**config.mk**
```make
export PLATFORM = sky130hd
export DESIGN_NAME = dual_phase_pwm
export DESIGN_NICKNAME = d
export VERILOG_FILES = /design/src/rtl/dpwm_pkg.sv /design/src/rtl/dpwm_regs.sv /design/src/rtl/dpwm_edge_sync.sv /design/src/rtl/dpwm_period_engine.sv /design/src/rtl/dual_phase_pwm.sv
export SDC_FILE = /design/constraint.sdc
export NUM_CORES = 1
export LEC_CHECK = 0
export ABC_CLOCK_PERIOD_IN_PS = 3050
export BUFFER_PORTS_ARGS = -buffer_cell sky130_fd_sc_hd__clkbuf_2
export CAP_MARGIN = 15
export CORE_ASPECT_RATIO = 0.8
export CORE_UTILIZATION = 40
export CTS_CLUSTER_DIAMETER = 50
export CTS_CLUSTER_SIZE = 30
export DETAILED_ROUTE_END_ITERATION = 8
export GPL_TIMING_DRIVEN = 0
export MAX_ROUTING_LAYER = met4
export PLACE_DENSITY = 0.67
export SLEW_MARGIN = 20
export SYNTH_ARGS = -nofsm -noshare
export SYNTH_HDL_FRONTEND = slang
export SYNTH_SLANG_ARGS = --single-unit
export TNS_END_PERCENT = 100
```
**constraint.sdc**
```tcl
create_clock -name clk -period 3.05 [get_ports clk]
set_clock_uncertainty 0.2 [all_clocks]
set_input_delay 0.305 -clock clk [delete_from_list [all_inputs] [get_ports clk]]
set_output_delay 0.305 -clock clk [all_outputs]
set_load 0.01 [all_outputs]
```
**src/rtl/dpwm_pkg.sv**
```systemverilog
package dpwm_pkg;

  localparam int unsigned CNT_W  = 32;
  localparam int unsigned RPT_W  = 8;
  localparam int unsigned ADDR_W = 3;

  typedef enum logic [1:0] {
    MODE_OFF  = 2'd0,
    MODE_ONCE = 2'd1,
    MODE_LOOP = 2'd2,
    MODE_RSVD = 2'd3
  } mode_e;

  typedef enum logic [1:0] {
    ST_IDLE  = 2'd0,
    ST_ARMED = 2'd1,
    ST_RUN   = 2'd2
  } run_state_e;

  // configuration word, bit 6 down to bit 0
  typedef struct packed {
    logic  edge_rise;
    logic  trig_en;
    logic  irq_en;
    logic  idle_lvl;
    logic  first_lvl;
    mode_e mode;
  } cfg_t;

  localparam logic [2:0] ADR_CFG = 3'd0;
  localparam logic [2:0] ADR_PER = 3'd1;
  localparam logic [2:0] ADR_PH1 = 3'd2;
  localparam logic [2:0] ADR_RPT = 3'd3;
  localparam logic [2:0] ADR_GO  = 3'd4;

endpackage

```
**src/rtl/dpwm_regs.sv**
```systemverilog
module dpwm_regs
  import dpwm_pkg::*;
#(
  parameter int unsigned CW = CNT_W,
  parameter int unsigned RW = RPT_W,
  parameter int unsigned AW = ADDR_W
) (
  input  logic          clk,
  input  logic          rst_n,
  input  logic          wr_en,
  input  logic [AW-1:0] wr_addr,
  input  logic [CW-1:0] wr_data,
  output cfg_t          cfg_o,
  output logic [CW-1:0] per_o,
  output logic [CW-1:0] ph1_o,
  output logic [RW-1:0] rpt_o,
  output logic          go_o
);

  localparam int unsigned CFG_W = $bits(cfg_t);
  localparam logic [AW-1:0] A_CFG = AW'(ADR_CFG);
  localparam logic [AW-1:0] A_PER = AW'(ADR_PER);
  localparam logic [AW-1:0] A_PH1 = AW'(ADR_PH1);
  localparam logic [AW-1:0] A_RPT = AW'(ADR_RPT);
  localparam logic [AW-1:0] A_GO  = AW'(ADR_GO);

  logic cfg_en, per_en, ph1_en, rpt_en;
  cfg_t          cfg_q, cfg_d;
  logic [CW-1:0] per_q, ph1_q;
  logic [RW-1:0] rpt_q;

  always_comb begin
    cfg_en = wr_en && (wr_addr == A_CFG);
    per_en = wr_en && (wr_addr == A_PER);
    ph1_en = wr_en && (wr_addr == A_PH1);
    rpt_en = wr_en && (wr_addr == A_RPT);
    go_o   = wr_en && (wr_addr == A_GO) && wr_data[0];
    cfg_d  = cfg_t'(wr_data[CFG_W-1:0]);
  end

  always_ff @(posedge clk or negedge rst_n) begin
    if (!rst_n) begin
      cfg_q <= '0;
      per_q <= '0;
      ph1_q <= '0;
      rpt_q <= '0;
    end else begin
      if (cfg_en) cfg_q <= cfg_d;
      if (per_en) per_q <= wr_data;
      if (ph1_en) ph1_q <= wr_data;
      if (rpt_en) rpt_q <= wr_data[RW-1:0];
    end
  end

  assign cfg_o = cfg_q;
  assign per_o = per_q;
  assign ph1_o = ph1_q;
  assign rpt_o = rpt_q;

endmodule

```
**src/rtl/dpwm_edge_sync.sv**
```systemverilog
module dpwm_edge_sync #(
  parameter int unsigned STAGES = 2
) (
  input  logic clk,
  input  logic rst_n,
  input  logic din,
  output logic rise_o,
  output logic fall_o
);

  localparam int unsigned DEPTH = (STAGES < 2) ? 3 : STAGES + 1;
  localparam int unsigned SYNC  = DEPTH - 2;

  logic [DEPTH-1:0] chain_q, chain_d;

  always_comb begin
    chain_d = chain_q;
    chain_d[0] = din;
    for (int i = 1; i < DEPTH; i++) begin
      chain_d[i] = chain_q[i-1];
    end
  end

  always_ff @(posedge clk or negedge rst_n) begin
    if (!rst_n) chain_q <= '0;
    else        chain_q <= chain_d;
  end

  assign rise_o =  chain_q[SYNC] & ~chain_q[SYNC+1];
  assign fall_o = ~chain_q[SYNC] &  chain_q[SYNC+1];

endmodule

```
**src/rtl/dpwm_period_engine.sv**
```systemverilog
module dpwm_period_engine
  import dpwm_pkg::*;
#(
  parameter int unsigned CW = CNT_W,
  parameter int unsigned RW = RPT_W
) (
  input  logic          clk,
  input  logic          rst_n,
  input  logic          launch_i,
  input  logic          active_i,
  input  logic          once_i,
  input  logic [CW-1:0] per_i,
  input  logic [CW-1:0] ph1_i,
  input  logic [RW-1:0] rpt_i,
  output logic          in_first_o,
  output logic          period_end_o,
  output logic          series_done_o
);

  logic [CW-1:0] cnt_q, cnt_d;
  logic [CW-1:0] per_sh_q, per_sh_d;
  logic [CW-1:0] ph1_sh_q, ph1_sh_d;
  logic [RW-1:0] rep_q, rep_d;
  logic          cnt_en;

  assign period_end_o  = active_i && (cnt_q == per_sh_q);
  assign series_done_o = period_end_o && once_i && (rep_q == '0);
  assign in_first_o    = (cnt_q < ph1_sh_q);

  always_comb begin
    cnt_en   = launch_i || active_i;
    cnt_d    = cnt_q;
    per_sh_d = per_sh_q;
    ph1_sh_d = ph1_sh_q;
    rep_d    = rep_q;
    if (launch_i) begin
      cnt_d    = '0;
      per_sh_d = per_i;
      ph1_sh_d = ph1_i;
      rep_d    = rpt_i;
    end else if (period_end_o) begin
      cnt_d    = '0;
      per_sh_d = per_i;
      ph1_sh_d = ph1_i;
      if (rep_q != '0) rep_d = rep_q - 1'b1;
    end else begin
      cnt_d = cnt_q + 1'b1;
    end
  end

  always_ff @(posedge clk or negedge rst_n) begin
    if (!rst_n) begin
      cnt_q    <= '0;
      per_sh_q <= '0;
      ph1_sh_q <= '0;
      rep_q    <= '0;
    end else if (cnt_en) begin
      cnt_q    <= cnt_d;
      per_sh_q <= per_sh_d;
      ph1_sh_q <= ph1_sh_d;
      rep_q    <= rep_d;
    end
  end


  cnt_in_period_chk: assert property (@(posedge clk) disable iff (!rst_n)
    active_i |-> (cnt_q <= per_sh_q));


  shadow_hold_chk: assert property (@(posedge clk) disable iff (!rst_n)
    (active_i && !period_end_o) |=> ($stable(per_sh_q) && $stable(ph1_sh_q)));


  rep_no_wrap_chk: assert property (@(posedge clk) disable iff (!rst_n)
    (active_i && $past(active_i)) |-> (rep_q <= $past(rep_q)));

endmodule

```
**src/rtl/dual_phase_pwm.sv**
```systemverilog
module dual_phase_pwm
  import dpwm_pkg::*;
#(
  parameter int unsigned CW          = CNT_W,
  parameter int unsigned RW          = RPT_W,
  parameter int unsigned AW          = ADDR_W,
  parameter int unsigned SYNC_STAGES = 2
) (
  input  logic          clk,
  input  logic          rst_n,
  input  logic          wr_en,
  input  logic [AW-1:0] wr_addr,
  input  logic [CW-1:0] wr_data,
  input  logic          trig_in,
  output logic          pwm_out,
  output logic          irq_pulse,
  output logic          st_level,
  output logic          st_busy,
  output logic          st_armed
);

  cfg_t          cfg;
  logic [CW-1:0] per_r, ph1_r;
  logic [RW-1:0] rpt_r;
  logic          go;
  logic          trig_rise, trig_fall, trig_hit;
  logic          in_first, period_end, series_done;
  logic          mode_off, once, launch, irq_d;
  run_state_e    state_q, state_d;
  logic          irq_q;

  dpwm_regs #(.CW(CW), .RW(RW), .AW(AW)) u_regs (
    .clk     (clk),
    .rst_n   (rst_n),
    .wr_en   (wr_en),
    .wr_addr (wr_addr),
    .wr_data (wr_data),
    .cfg_o   (cfg),
    .per_o   (per_r),
    .ph1_o   (ph1_r),
    .rpt_o   (rpt_r),
    .go_o    (go)
  );

  dpwm_edge_sync #(.STAGES(SYNC_STAGES)) u_sync (
    .clk    (clk),
    .rst_n  (rst_n),
    .din    (trig_in),
    .rise_o (trig_rise),
    .fall_o (trig_fall)
  );

  dpwm_period_engine #(.CW(CW), .RW(RW)) u_engine (
    .clk           (clk),
    .rst_n         (rst_n),
    .launch_i      (launch),
    .active_i      (state_q == ST_RUN),
    .once_i        (once),
    .per_i         (per_r),
    .ph1_i         (ph1_r),
    .rpt_i         (rpt_r),
    .in_first_o    (in_first),
    .period_end_o  (period_end),
    .series_done_o (series_done)
  );

  assign mode_off = (cfg.mode == MODE_OFF) || (cfg.mode == MODE_RSVD);
  assign once     = (cfg.mode == MODE_ONCE);
  assign trig_hit = cfg.edge_rise ? trig_rise : trig_fall;

  always_comb begin
    state_d = state_q;
    launch  = 1'b0;
    irq_d   = 1'b0;
    if (mode_off) begin
      state_d = ST_IDLE;
    end else begin
      unique case (state_q)
        ST_IDLE: begin
          if (go) begin
            if (once && cfg.trig_en) begin
              state_d = ST_ARMED;
            end else begin
              state_d = ST_RUN;
              launch  = 1'b1;
            end
          end
        end
        ST_ARMED: begin
          if (trig_hit) begin
            state_d = ST_RUN;
            launch  = 1'b1;
          end
        end
        ST_RUN: begin
          if (series_done) begin
            state_d = ST_IDLE;
            irq_d   = cfg.irq_en;
          end
        end
        default: state_d = ST_IDLE;
      endcase
    end
  end

  always_ff @(posedge clk or negedge rst_n) begin
    if (!rst_n) begin
      state_q <= ST_IDLE;
      irq_q   <= 1'b0;
    end else begin
      state_q <= state_d;
      irq_q   <= irq_d;
    end
  end

  always_comb begin
    st_busy  = (state_q == ST_RUN) && !mode_off;
    st_armed = (state_q == ST_ARMED) && !mode_off;
    if (st_busy) pwm_out = in_first ? cfg.first_lvl : ~cfg.first_lvl;
    else         pwm_out = cfg.idle_lvl;
    st_level  = pwm_out;
    irq_pulse = irq_q;
  end


  off_forces_idle_chk: assert property (@(posedge clk) disable iff (!rst_n)
    mode_off |=> (state_q == ST_IDLE));


  irq_single_chk: assert property (@(posedge clk) disable iff (!rst_n)
    irq_pulse |=> !irq_pulse);


  irq_after_run_chk: assert property (@(posedge clk) disable iff (!rst_n)
    irq_pulse |-> (!st_busy && $past(st_busy)));


  trig_arm_first_chk: assert property (@(posedge clk) disable iff (!rst_n)
    ($rose(st_busy) && once && cfg.trig_en) |-> $past(state_q == ST_ARMED));

endmodule

```
==> metrics.cfg <==
[run_status]
status=complete, but fails checks
violations=negative setup slack

[cts]
cts_buffer_depth=2
cts.sinks=189
cts_max_level=4
cts_root_buf=clkbuf_16
insertion_delay_ns=0.44
cts-buffers-inserted=17
cts_tree=done
clk_pin_slew_ns=0.07

[routing]
wire_per_inst_um=17.6
first_iter_violations=442
dr.pass1.iters=4
routed-via-count=6157
drc=0
ant_nets=0
totalWireLength_um=20600
vias_per_cell=5.28

[worst_setup_path]
critPathSlowestCell=dfrtp_1
crit_fanout=2
cp_data_arrival_time_ns=2.76
crit_required_ns=2.54
startpoint_type=flop
cpMostUsedCell=o21ai_2
worstPathCellList=inv_1 -> ha_4 -> a21oi_2 -> o21ai_2 -> a221oi_4 -> o21ai_2 -> o31a_1 -> o41ai_4 -> buf_4 -> buf_6
setup.worst_path.class=flop to output port
cp_slowest_stage_delay_ns=0.39
worstSetupEndpointType=output port

[floorplanning]
die_w_um=171
start_util_pct=41.5
pin_count=44
fp.dieH_um=137
dieArea_um2=23300
core_area_um2=21900
rows=48

[power]
irDropWorstVdd_mv=0.385
power.density_nw_per_um2=693
p_leak_nw=4.89

[placed_design]
gp_congestion=0.907
hpwl_um=14300
io_buffer_count=43
dpl_cell_area_um2=9750

[logic_synthesis]
syn_nets=818
ys.flop_type=dfrtp_1
postSynthCellCount=745
syn-mean-instance-area_um2=12.2
synth_edf_count=0
synthesis.area_um2=9090
synth-seq-cells=189
async_flop_share_pct=100
yosys.area.top_type_share_pct=52.0
synth_seq_area_share_pct=52.0
ys_types=61
synth_top_cell_by_area=dfrtp_1
synthTopCellsByCount=dfrtp_1 (189), mux2_2 (116), nor2_1 (44)
synth_warnings=0
synth_most_common_cell=dfrtp_1
yosys-top-cells-area=dfrtp_1 (52%), mux2_2 (14%), ha_1 (4.7%)

[sta]
tightest_slew_ns=0.921
max-slew-margin-rel_pct=38.5
setup_viol=2
slew_violations=0
finalCritPeriodShare_pct=107
holdWs_ns=0.0229
hold_violations=0
timing.final.ws_setup_ns=-0.213
fmax_mhz=307
period_needed_ns=3.26
rsz0062_at_grt=true

[grt]
gr-total-overflow=0
grt_pass1_vias=5941
antenna_found_initial=0
grt_max_degree=82
grt_pass1_wl_um=32800
grt_usage_pct=19.3

[layout]
syn_to_final_growth_pct=21.2
layout-drive-gt1-share_pct=30.4
fin_nets=927
fin_area_um2=11000
postLayoutCoreUtil_pct=50.3
antenna-diode-count=0

[hold_path]
hold_class=input port to flop

[run]
cap_violations=0

[stage by stage]
| step | setup slack [ns] | total power [mW] | TNS (ns) | std cells |
|---|---|---|---|---|
| finish | -0.213 | 7.64 | -0.360 | 1167 |
| global route | -0.310 | 8.04 | -0.557 | 1167 |
| detailed placement | -0.473 | 5.08 | -0.861 | 1090 |
| floorplan | 0.147 | 4.53 | 0 | 745 |
| CTS | -0.286 | 7.60 | -0.506 | 1165 |
| global placement | -2.19 | 5.01 | -410.03 | 1088 |
[registers in the layout (all words and copies together), names as in the netlist]
name	cells
irq_pulse	1
u_engine.per_sh_q	32
u_engine.cnt_q	32
u_engine.rep_q	8
u_regs.per_o	32
u_engine.ph1_sh_q	32
u_sync.chain_q	3
state_q	2
u_regs.cfg_o	7
u_regs.ph1_o	32
u_regs.rpt_o	8
[cells in the final DEF (no fill, tap or decap), drive strengths merged, types with 28 or more instances in the layout]
cell type | synthesis | layout
dlygate4sd3 | 0 | 32
inv | 42 | 48
dfrtp | 189 | 189
xnor2 | 43 | 43
ha | 34 | 34
buf | 18 | 35
clkbuf | 11 | 71
nor2 | 44 | 44
mux2 | 143 | 143
a21oi | 28 | 28
[metal layers]
| layer | part of all wire, % | GRT usage, % |
|---|---|---|
| met1 | 49 | 28.0 |
| met2 | 44 | 27.0 |
| met3 | 5.8 | 3.88 |
| met4 | 1.4 | 5.81 |
| met5 | 0 | - |
[where the power goes]
| group | leakage, nW | internal [mW] | switching [mW] |
|---|---|---|---|
| combinational | 2.21 | 0.885 | 0.921 |
| sequential | 2.38 | 3.10 | 0.390 |
| clock | 0.307 | 1.33 | 1.01 |
[what timing repair did]
item                                   CTS  global route
setup buffers                           11             2
pin swaps                               10            11
hold buffers                            32             0
setup endpoints to repair                2            32
endpoints found under the hold margin  117             0
resized for setup                       30            20
[path summary, 6_finish.rpt]
| path | endpoint | slack [ns] | startpoint | cells past startpoint |
|---|---|---|---|---|
| max in group asynchronous | u_engine.cnt_q[16] | 1.42 | rst_n | 4 |
| setup reg to reg | u_engine.ph1_sh_q[17] | 0.12 | state_q[0] | 8 |
| setup / recovery | st_level | -0.21 | u_engine.ph1_sh_q[25] | 10 |
| min in group asynchronous | u_regs.ph1_o[28] | 0.17 | rst_n | 2 |
| hold / removal | u_regs.cfg_o[4] | 0.02 | wr_data[4] | 2 |
| hold reg to reg | u_sync.chain_q[1] | 0.16 | u_sync.chain_q[0] | 0 |
[worst max-delay path: cells and delay by family (launching register included)]
family / cells / cell delay (ns)
adders and majority gates: 1 / 0.21
AOI/OAI and AO/OA: 6 / 1.36
buffers and inverters: 3 / 0.36
DFF: 1 / 0.39
[cells by family after synthesis]
family          Yosys count  synth area share [%]
compound gates           88                  6.40
flops                   189                  52.0
buf+inv                  71                  3.77
simple gates            163                  9.92
fa+ha+maj                34                  4.68
xor+xnor                 54                  5.20
mux                     146                  18.0
[layout make-up]
class,count,area (um^2)
plain buffers,29,185
clock buffers,19,443
clock inverters,13,175
fillers,1926,10900
inverters,42,158
multi-input cells,485,4240
flip-flops and latches,189,4740
well taps,300,375
repair buffers,90,707
Note: power is estimated with default switching activity, not from simulation.
